<file path="src/rtl/intsync_pkg.sv">
package intsync_pkg;

    // Per-lane path selection decoded from the software controls
    typedef enum logic [1:0] {
        PATH_OFF      = 2'd0,
        PATH_LVL_RAW  = 2'd1,
        PATH_LVL_SYNC = 2'd2,
        PATH_EDGE     = 2'd3
    } path_sel_e;

    function automatic path_sel_e decode_path(input logic en, input logic edge_mode,
                                              input logic lvl_sync);
        if (!en)
            return PATH_OFF;
        else if (edge_mode)
            return PATH_EDGE;
        else if (lvl_sync)
            return PATH_LVL_SYNC;
        else
            return PATH_LVL_RAW;
    endfunction

endpackage

</file>
<file path="src/rtl/intsync_sync_chain.sv">
// Shift chain of asynchronously reset flops; q[0] is the first stage.
module intsync_sync_chain #(
    parameter int DEPTH = 3
) (
    input  logic             clk,
    input  logic             rst_n,
    input  logic             d,
    output logic [DEPTH-1:0] q
);

    logic [DEPTH-1:0] stage_q;

    always_ff @(posedge clk or negedge rst_n) begin
        if (!rst_n)
            stage_q[0] <= 1'b0;
        else
            stage_q[0] <= d;
    end

    for (genvar s = 1; s < DEPTH; s++) begin : g_stage
        always_ff @(posedge clk or negedge rst_n) begin
            if (!rst_n)
                stage_q[s] <= 1'b0;
            else
                stage_q[s] <= stage_q[s-1];
        end
    end

    assign q = stage_q;

endmodule

</file>
<file path="src/rtl/intsync_lane.sv">
// One interrupt line: synchronizer, delayed stage, path select and output.
module intsync_lane
    import intsync_pkg::*;
#(
    parameter int SYNC_STAGES = 2
) (
    input  logic clk,
    input  logic rst_n,
    input  logic irq_raw,
    input  logic en,
    input  logic edge_mode,
    input  logic rise_pol,
    input  logic lvl_sync,
    output logic irq_o,
    output logic need_clk
);

    localparam int CHAIN = SYNC_STAGES + 1;

    logic [CHAIN-1:0] chain_q;
    logic             synced;
    logic             delayed;
    logic             rise_seen;
    logic             fall_seen;
    path_sel_e        path;

    intsync_sync_chain #(.DEPTH(CHAIN)) u_chain (
        .clk   (clk),
        .rst_n (rst_n),
        .d     (irq_raw),
        .q     (chain_q)
    );

    assign synced    = chain_q[SYNC_STAGES-1];
    assign delayed   = chain_q[SYNC_STAGES];
    assign rise_seen = synced & ~delayed;
    assign fall_seen = ~synced & delayed;

    // State decode: which path drives this lane
    always_comb begin
        path = decode_path(en, edge_mode, lvl_sync);
    end

    // Output process
    always_comb begin
        irq_o    = 1'b0;
        need_clk = 1'b0;
        unique case (path)
            PATH_OFF: begin
                irq_o    = 1'b0;
                need_clk = 1'b0;
            end
            PATH_LVL_RAW: begin
                irq_o    = irq_raw;
                need_clk = 1'b0;
            end
            PATH_LVL_SYNC: begin
                irq_o    = synced;
                need_clk = 1'b1;
            end
            PATH_EDGE: begin
                irq_o    = rise_pol ? rise_seen : fall_seen;
                need_clk = 1'b1;
            end
            default: begin
                irq_o    = 1'b0;
                need_clk = 1'b0;
            end
        endcase
    end

endmodule

</file>
<file path="src/rtl/intsync_clkreq.sv">
// Clock request: any lane that needs the interrupt clock raises it.
module intsync_clkreq #(
    parameter int N = 8
) (
    input  logic [N-1:0] need,
    output logic         req
);

    always_comb begin
        req = 1'b0;
        for (int i = 0; i < N; i++)
            req = req | need[i];
    end

endmodule

</file>
<file path="src/rtl/intsync_edge_det.sv">
module intsync_edge_det #(
    parameter int N           = 8,
    parameter int SYNC_STAGES = 2
) (
    input  logic         clk_intr,
    input  logic         rst_n,
    input  logic [N-1:0] irq_in,
    input  logic [N-1:0] cfg_en,
    input  logic [N-1:0] cfg_edge,
    input  logic [N-1:0] cfg_pol,
    input  logic [N-1:0] cfg_lvl_sync,
    output logic [N-1:0] irq_out,
    output logic         clk_req
);

    logic [N-1:0] lane_need;

    for (genvar i = 0; i < N; i++) begin : g_lane
        intsync_lane #(.SYNC_STAGES(SYNC_STAGES)) u_lane (
            .clk       (clk_intr),
            .rst_n     (rst_n),
            .irq_raw   (irq_in[i]),
            .en        (cfg_en[i]),
            .edge_mode (cfg_edge[i]),
            .rise_pol  (cfg_pol[i]),
            .lvl_sync  (cfg_lvl_sync[i]),
            .irq_o     (irq_out[i]),
            .need_clk  (lane_need[i])
        );
    end

    intsync_clkreq #(.N(N)) u_clkreq (
        .need (lane_need),
        .req  (clk_req)
    );

endmodule

</file>
<file path="config.mk">
export PLATFORM = sky130hd
export DESIGN_NAME = intsync_edge_det
export DESIGN_NICKNAME = d
export VERILOG_FILES = /design/src/rtl/intsync_pkg.sv /design/src/rtl/intsync_sync_chain.sv /design/src/rtl/intsync_lane.sv /design/src/rtl/intsync_clkreq.sv /design/src/rtl/intsync_edge_det.sv
export SDC_FILE = /design/constraint.sdc
export NUM_CORES = 1
export LEC_CHECK = 0
export ABC_AREA = 0
export BUFFER_PORTS_ARGS = -buffer_cell sky130_fd_sc_hd__buf_2
export CORE_UTILIZATION = 41
export DETAILED_ROUTE_END_ITERATION = 10
export GPL_TIMING_DRIVEN = 0
export PLACE_DENSITY = 0.85
export SLEW_MARGIN = 20
export SYNTH_ARGS = -nofsm -noshare
export SYNTH_HDL_FRONTEND = slang
export SYNTH_SLANG_ARGS = --single-unit
</file>
<file path="constraint.sdc">
create_clock -name clk_intr -period 1 [get_ports clk_intr]
set_clock_uncertainty 0.15 [all_clocks]
set_input_delay 0.05 -clock clk_intr [delete_from_list [all_inputs] [get_ports clk_intr]]
set_output_delay 0.05 -clock clk_intr [all_outputs]
set_load 0.05 [all_outputs]
</file>
==> results.json, run 1 <==
{
  "outcome": "finished, violations left",
  "violations": "setup timing",
  "final_util_pct": 72.3,
  "layout_setup_ws_ns": -0.650,
  "floorplan.initialDensity_pct": 43.9,
  "min_path_type": "in -> async",
  "setup.worst_path.class": "reg -> out",
  "path_cells": "and4bb_1 -> a21oi_2 -> a21boi_1 -> buf_4 -> buf_8",
  "cts_max_path_buffers": 2,
  "slew_headroom_pct": 65.4,
  "slew_viol_final": 0,
  "crit_path_max_fanout": 2,
  "rsz0062_at_grt": "true",
  "syn_area_mm2": 0.00110,
  "largest_register_ffs": 24,
  "r2r_cells": 2,
  "die_h_um": 53.7,
  "clk_pin_slew_ns": 0.13,
  "dr.pass1.iters": 4,
  "reg2reg_to": "g_lane[0].u_lane.u_chain.q[2]$_DFF_PN0_",
  "place_area_mm2": 0.00139,
  "ys_seq_area_share_pct": 54.7,
  "drtIter0Drc": 10,
  "viasPerCell": 5.23,
  "area_growth_syn_to_layout_pct": 64.8,
  "wirelength_um": 2840,
  "synth_fp_nets": 140,
  "ff2ff_setup_slack_ns": 0.09,
  "syn_inst": 98,
  "clock_sinks": 24,
  "route.met3.wl_um": 167,
  "wl_met2_um": 1450,
  "setup_viol": 9,
  "startpoint": "g_lane[1].u_lane.u_chain.q[1]$_DFF_PN0_",
  "pwr_density_cell_mw_per_mm2": 1250,
  "fin_setup_tns_ns": -4.77,
  "drive_gt1_share_pct": 50.0,
  "period_share_pct": 165,
  "cp.arrival_ns": 1.45,
  "slowest_delay_ns": 0.41,
  "wl_met1_um": 1200,
  "grt_max_degree": 25,
  "place.port_buffers": 50,
  "vdd_drop_max_uv": 1010,
  "ys_warn_count": 0,
  "dp_hpwl_um": 1800,
  "fp.dieW_um": 53.7,
  "stdcell_area_mm2": 0.00181,
  "cts_tree": "done",
  "drc": 0,
  "ant_nets": 0,
  "max_freq_mhz": 606,
  "synth_cell_types": 17,
  "finalNetCount": 211,
  "place.gp.congestion": 0.731,
  "dp_cells": 178,
  "avgSynthCellArea_um2": 11.2,
  "grt-ovfl-total": 0,
  "required_ns": 0.80,
  "std_cell_rows": 18,
  "io_pins": 51,
  "die-area_mm2": 0.00289,
  "maxCapViolCount": 0,
  "leakage_nw": 0.871,
  "cts_made_buffers": 3,
  "end_kind": "output port",
  "vias": 1036,
  "worst_path_max_delay_cell": "dfrtp_1",
  "htreeDepth": 1,
  "antenna_found_initial": 0,
  "cts_root_buf": "clkbuf_4",
  "start_kind": "flip-flop",
  "diodes": 0,
  "synth-seq-cells": 24,
  "grt_use_total_pct": 20.8,
  "grt_pass1_vias": 1005,
  "instances_no_fill": 198,
  "core_mm2": 0.00250,
  "post_drt_wl_per_cell_um": 14.3,
  "clk-insertion-delay-late_ns": 0.30,
  "routed.top_layer": "met4",
  "grt_pass1_wl_um": 4240,
  "fin_crit_ns": 1.65,
  "r2r_start": "g_lane[0].u_lane.u_chain.q[1]$_DFF_PN0_",
  "tightest_slew_ns": 0.519,
  "hold_viol": 0
}
==> cell type report <==
type,instances,area (um^2)
tap,30,37.5
clock inverter,1,30.0
inverter,1,3.75
clock buffer,3,22.5
sequential,24,601
fill,165,692
multi-input combinational,65,493
timing repair buffer,67,568
buffer,7,52.6
==> synthesized netlist by cell type <==
library cell | n | area share [%]
nand4_1 | 3 | 1.7
o21ai_1 | 15 | 6.8
inv_1 | 1 | 0.34
nor2b_1 | 6 | 3.4
dfrtp_1 | 24 | 55
a21o_1 | 1 | 0.68
a31oi_1 | 1 | 0.57
mux2_4 | 1 | 1.4
o31ai_1 | 1 | 0.68
and4bb_1 | 6 | 6.8
or2_1 | 1 | 0.57
nor2_1 | 8 | 2.7
a21oi_1 | 8 | 3.6
nand3b_1 | 1 | 0.68
and3b_1 | 7 | 5.6
buf_4 | 8 | 5.5
a21boi_1 | 6 | 4.1
==> metal layers <==
layer / global-route usage (%) / up-vias
met1: 24.3 / 496
met5: 0 / -
met4: 5.26 / 0
li1: - / 493
met2: 37.7 / 43
met3: 4.80 / 4
==> critical path, delay by kind of cell (launching register included) <==
kind,cells,cell delay [ns]
DFF,1,0.41
buffers and inverters,2,0.28
and+or+nand+nor,1,0.27
AOI/OAI and AO/OA,2,0.18
==> power by group <==
| part | internal (W) | switching [W] |
|---|---|---|
| registers | 0.00102 | 0.0000235 |
| logic | 0.000286 | 0.000250 |
| clock network | 0.000404 | 0.000282 |
==> per-stage QoR <==
step	setup slack, ns	total power, W	hold WS, ns
6_report	-0.650	0.00227	0.0990
3_5_place_dp	-0.383	0.00143	-0.101
2_1_floorplan	-0.156	0.00126	-0.396
5_1_grt	-0.702	0.00235	0.146
3_3_place_gp	-0.336	0.00141	-0.104
4_1_cts	-0.619	0.00223	0.0945
==> cells by family (layout without fill, tap and decap cells) <==
group                  Yosys count  count (layout)  synth area share, %
AOI/OAI and AO/OA               32              32                 16.5
DFF                             24              24                 54.7
buffers and inverters            9              79                 5.82
muxes                            1               1                 1.37
and+or+nand+nor                 32              32                 21.6
==> how the worst max path moves through the flow <==
stage,endpoint,slack (ns),cells after the start
2_1_floorplan,irq_out[5],-0.16,4
3_3_place_gp,irq_out[1],-0.34,5
3_5_place_dp,irq_out[7],-0.38,5
4_1_cts,irq_out[7],-0.62,5
5_1_grt,irq_out[4],-0.70,5
6_report,irq_out[1],-0.65,5
==> what timing repair did <==
action / CTS / global route
setup buffers: 6 / 2
cloned: 0 / 0
pin swaps: 11 / 11
hold buffers: 9 / 0
resized for setup: 47 / 16
endpoints found under the setup margin: 9 / 9
endpoints found under the hold margin: 32 / 0
==> layout by cell type (no fill, tap or decap), types with 3 or more instances in the layout <==
cell type       n
a21boi_1        6
a21oi_1         3
a21oi_2         5
and3b_1         7
and4bb_1        6
buf_2          28
buf_4          16
buf_6          12
buf_8           9
clkbuf_4        3
dfrtp_1        24
dlygate4sd3_1   9
nand4_1         3
nor2_1          8
nor2b_1         6
o21ai_1         6
o21ai_2         8
Power figures use the tool's default switching activity.
==> run 2, diff against run 1 <==
- GPL_TIMING_DRIVEN: 0 -> default
==> run 2 against run 1 <==
  * The flow still finishes with violations (setup timing)
  * Register-to-register slack better by 0.02 ns
  * Sequential share of layout area increased by 4.4 points
  * Fmax up 4.7%
  * Critical path type unchanged
  * Largest cell class is now flip-flops and latches
  * Largest power group unchanged
==> results.json, run 2 (synthesis results as in run 1) <==
{
  "outcome": "finished, violations left",
  "violations": "setup timing",
  "drtIter0Drc": 7,
  "grt_pass1_wl_um": 3640,
  "max_freq_mhz": 634,
  "end_kind": "output port",
  "crit_path_max_fanout": 2,
  "grt_use_total_pct": 18.1,
  "place.port_buffers": 50,
  "cts_made_buffers": 3,
  "use_met3_pct": 3.67,
  "largest_register_ffs": 24,
  "clk_pin_slew_ns": 0.12,
  "slew_headroom_pct": 65.7,
  "wirelength_um": 2600,
  "viasPerCell": 5.26,
  "clk-insertion-delay-late_ns": 0.30,
  "grt-ovfl-total": 0,
  "core_mm2": 0.00250,
  "instances_no_fill": 195,
  "swShare_pct": 27.1,
  "required_ns": 0.80,
  "layout_setup_ws_ns": -0.576,
  "start_kind": "flip-flop",
  "dr.pass1.iters": 4,
  "p_seq_share_pct": 55.4,
  "dp_hpwl_um": 1890,
  "busiest_layer": "met2",
  "tightest_slew_ns": 0.514,
  "pwr-share-comb_pct": 23.3,
  "fin_crit_ns": 1.58,
  "vias": 1026,
  "hold_viol": 0,
  "setup.worst_path.class": "reg -> out",
  "clock_sinks": 24,
  "finalNetCount": 209,
  "min_path_type": "in -> async",
  "rsz0062_at_grt": "true",
  "vdd_drop_max_uv": 989,
  "cts_tree": "done",
  "final_common_cell": "buf_2",
  "place_area_mm2": 0.00136,
  "drive_gt1_share_pct": 45.5,
  "fp.dieW_um": 53.7,
  "post_drt_wl_per_cell_um": 13.3,
  "grt_pass1_vias": 959,
  "stdcell_area_mm2": 0.00160,
  "switchingPower_w": 0.000509,
  "area_growth_syn_to_layout_pct": 45.6,
  "cts_max_path_buffers": 2,
  "cts_root_buf": "clkbuf_4",
  "diodes": 0,
  "std_cell_rows": 18,
  "maxCapViolCount": 0,
  "p_clk_share_pct": 21.2,
  "grtUsageMet1_pct": 18.4,
  "io_pins": 51,
  "pwr_density_cell_mw_per_mm2": 1180,
  "slew_viol_final": 0,
  "place.gp.congestion": 0.723,
  "p_int_w": 0.00137,
  "antenna_found_initial": 0,
  "mostFrequentLayoutCells": "buf_2 (41), dfrtp_1 (24), buf_4 (20), o21ai_1 (9), dlygate4sd3_1 (9)",
  "ff2ff_setup_slack_ns": 0.11,
  "floorplan.initialDensity_pct": 43.9,
  "drc": 0,
  "die-area_mm2": 0.00289,
  "met2_usage_pct": 33.3,
  "ant_nets": 0,
  "cp.arrival_ns": 1.38,
  "period_share_pct": 158,
  "leakage_nw": 0.795,
  "die_h_um": 53.7,
  "dp_cells": 175,
  "grt_max_degree": 25,
  "setup_viol": 9,
  "htreeDepth": 1
}
## run 2: changes by cell type in the layout (fill, tap and decap cells not counted), moves of 2 or more
cell     delta
buf_2      +13
a21oi_1     +4
buf_8       -9
o21ai_2     -2
buf_4       +4
o21ai_1     +3
a21oi_2     -4
buf_6      -10
## run 2: timing repair
item	CTS	global route
pin swaps	4	7
hold buffers	9	0
hold endpoints to repair	32	0
setup endpoints to repair	9	9
gates cloned	0	0
setup buffers	5	3
gates resized for setup	13	6
## run 2: worst max-delay path, stage by stage (launching register included)
cell      delay [ns]
dfrtp_1         0.40
and4bb_1        0.24
a21oi_1         0.04
a21boi_1        0.17
buf_4           0.22
## run 2: worst paths after layout
| path | end | start | cells after the start |
|---|---|---|---|
| max in group asynchronous | g_lane[6].u_lane.u_chain.q[1]$_DFF_PN0_ | rst_n | 2 |
| min in group clk_intr | g_lane[7].u_lane.u_chain.q[1]$_DFF_PN0_ | g_lane[7].u_lane.u_chain.q[0]$_DFF_PN0_ | 0 |
| max | irq_out[7] | g_lane[7].u_lane.u_chain.q[1]$_DFF_PN0_ | 4 |
| min reg2reg | g_lane[7].u_lane.u_chain.q[1]$_DFF_PN0_ | g_lane[7].u_lane.u_chain.q[0]$_DFF_PN0_ | 0 |
| min | g_lane[0].u_lane.u_chain.q[1]$_DFF_PN0_ | rst_n | 2 |
| max reg2reg | g_lane[2].u_lane.u_chain.q[2]$_DFF_PN0_ | g_lane[2].u_lane.u_chain.q[1]$_DFF_PN0_ | 2 |
## run 2: area by class of cell
| type | count | area, um^2 |
|---|---|---|
| fill | 195 | 902 |
| sequential | 24 | 601 |
| timing repair buffer | 72 | 468 |
| multi-input combinational | 65 | 465 |
| tap | 30 | 37.5 |
| clock buffer | 3 | 22.5 |
| inverter | 1 | 3.75 |
## run 2: metal layers
metal / routed length, um / vias up
met5: 0 / -
met4: 55 / 0
met3: 165 / 6
met2: 1370 / 49
met1: 1010 / 485
li1: - / 486
## run 2: stage by stage
step	util [%]	total power (W)	hold slack (ns)	worst slack, ns	TNS (ns)
2_1_floorplan	-	0.00126	-0.396	-0.156	-1.11
3_3_place_gp	54.5	0.00139	-0.100	-0.242	-1.74
3_5_place_dp	54.5	0.00141	-0.0905	-0.276	-2.06
4_1_cts	62.0	0.00187	0.104	-0.574	-4.44
5_1_grt	63.9	0.00196	0.128	-0.648	-5.02
6_report	63.9	0.00188	0.0869	-0.576	-4.43
## run 2: power by group through the flow
stage                     logic, W  clock network (W)  registers, W
after floorplan           0.000203                  0       0.00105
after global placement    0.000334                  0       0.00106
after detailed placement  0.000352                  0       0.00106
after CTS                 0.000415           0.000412       0.00104
after global routing      0.000469           0.000444       0.00105
final                     0.000439           0.000399       0.00104
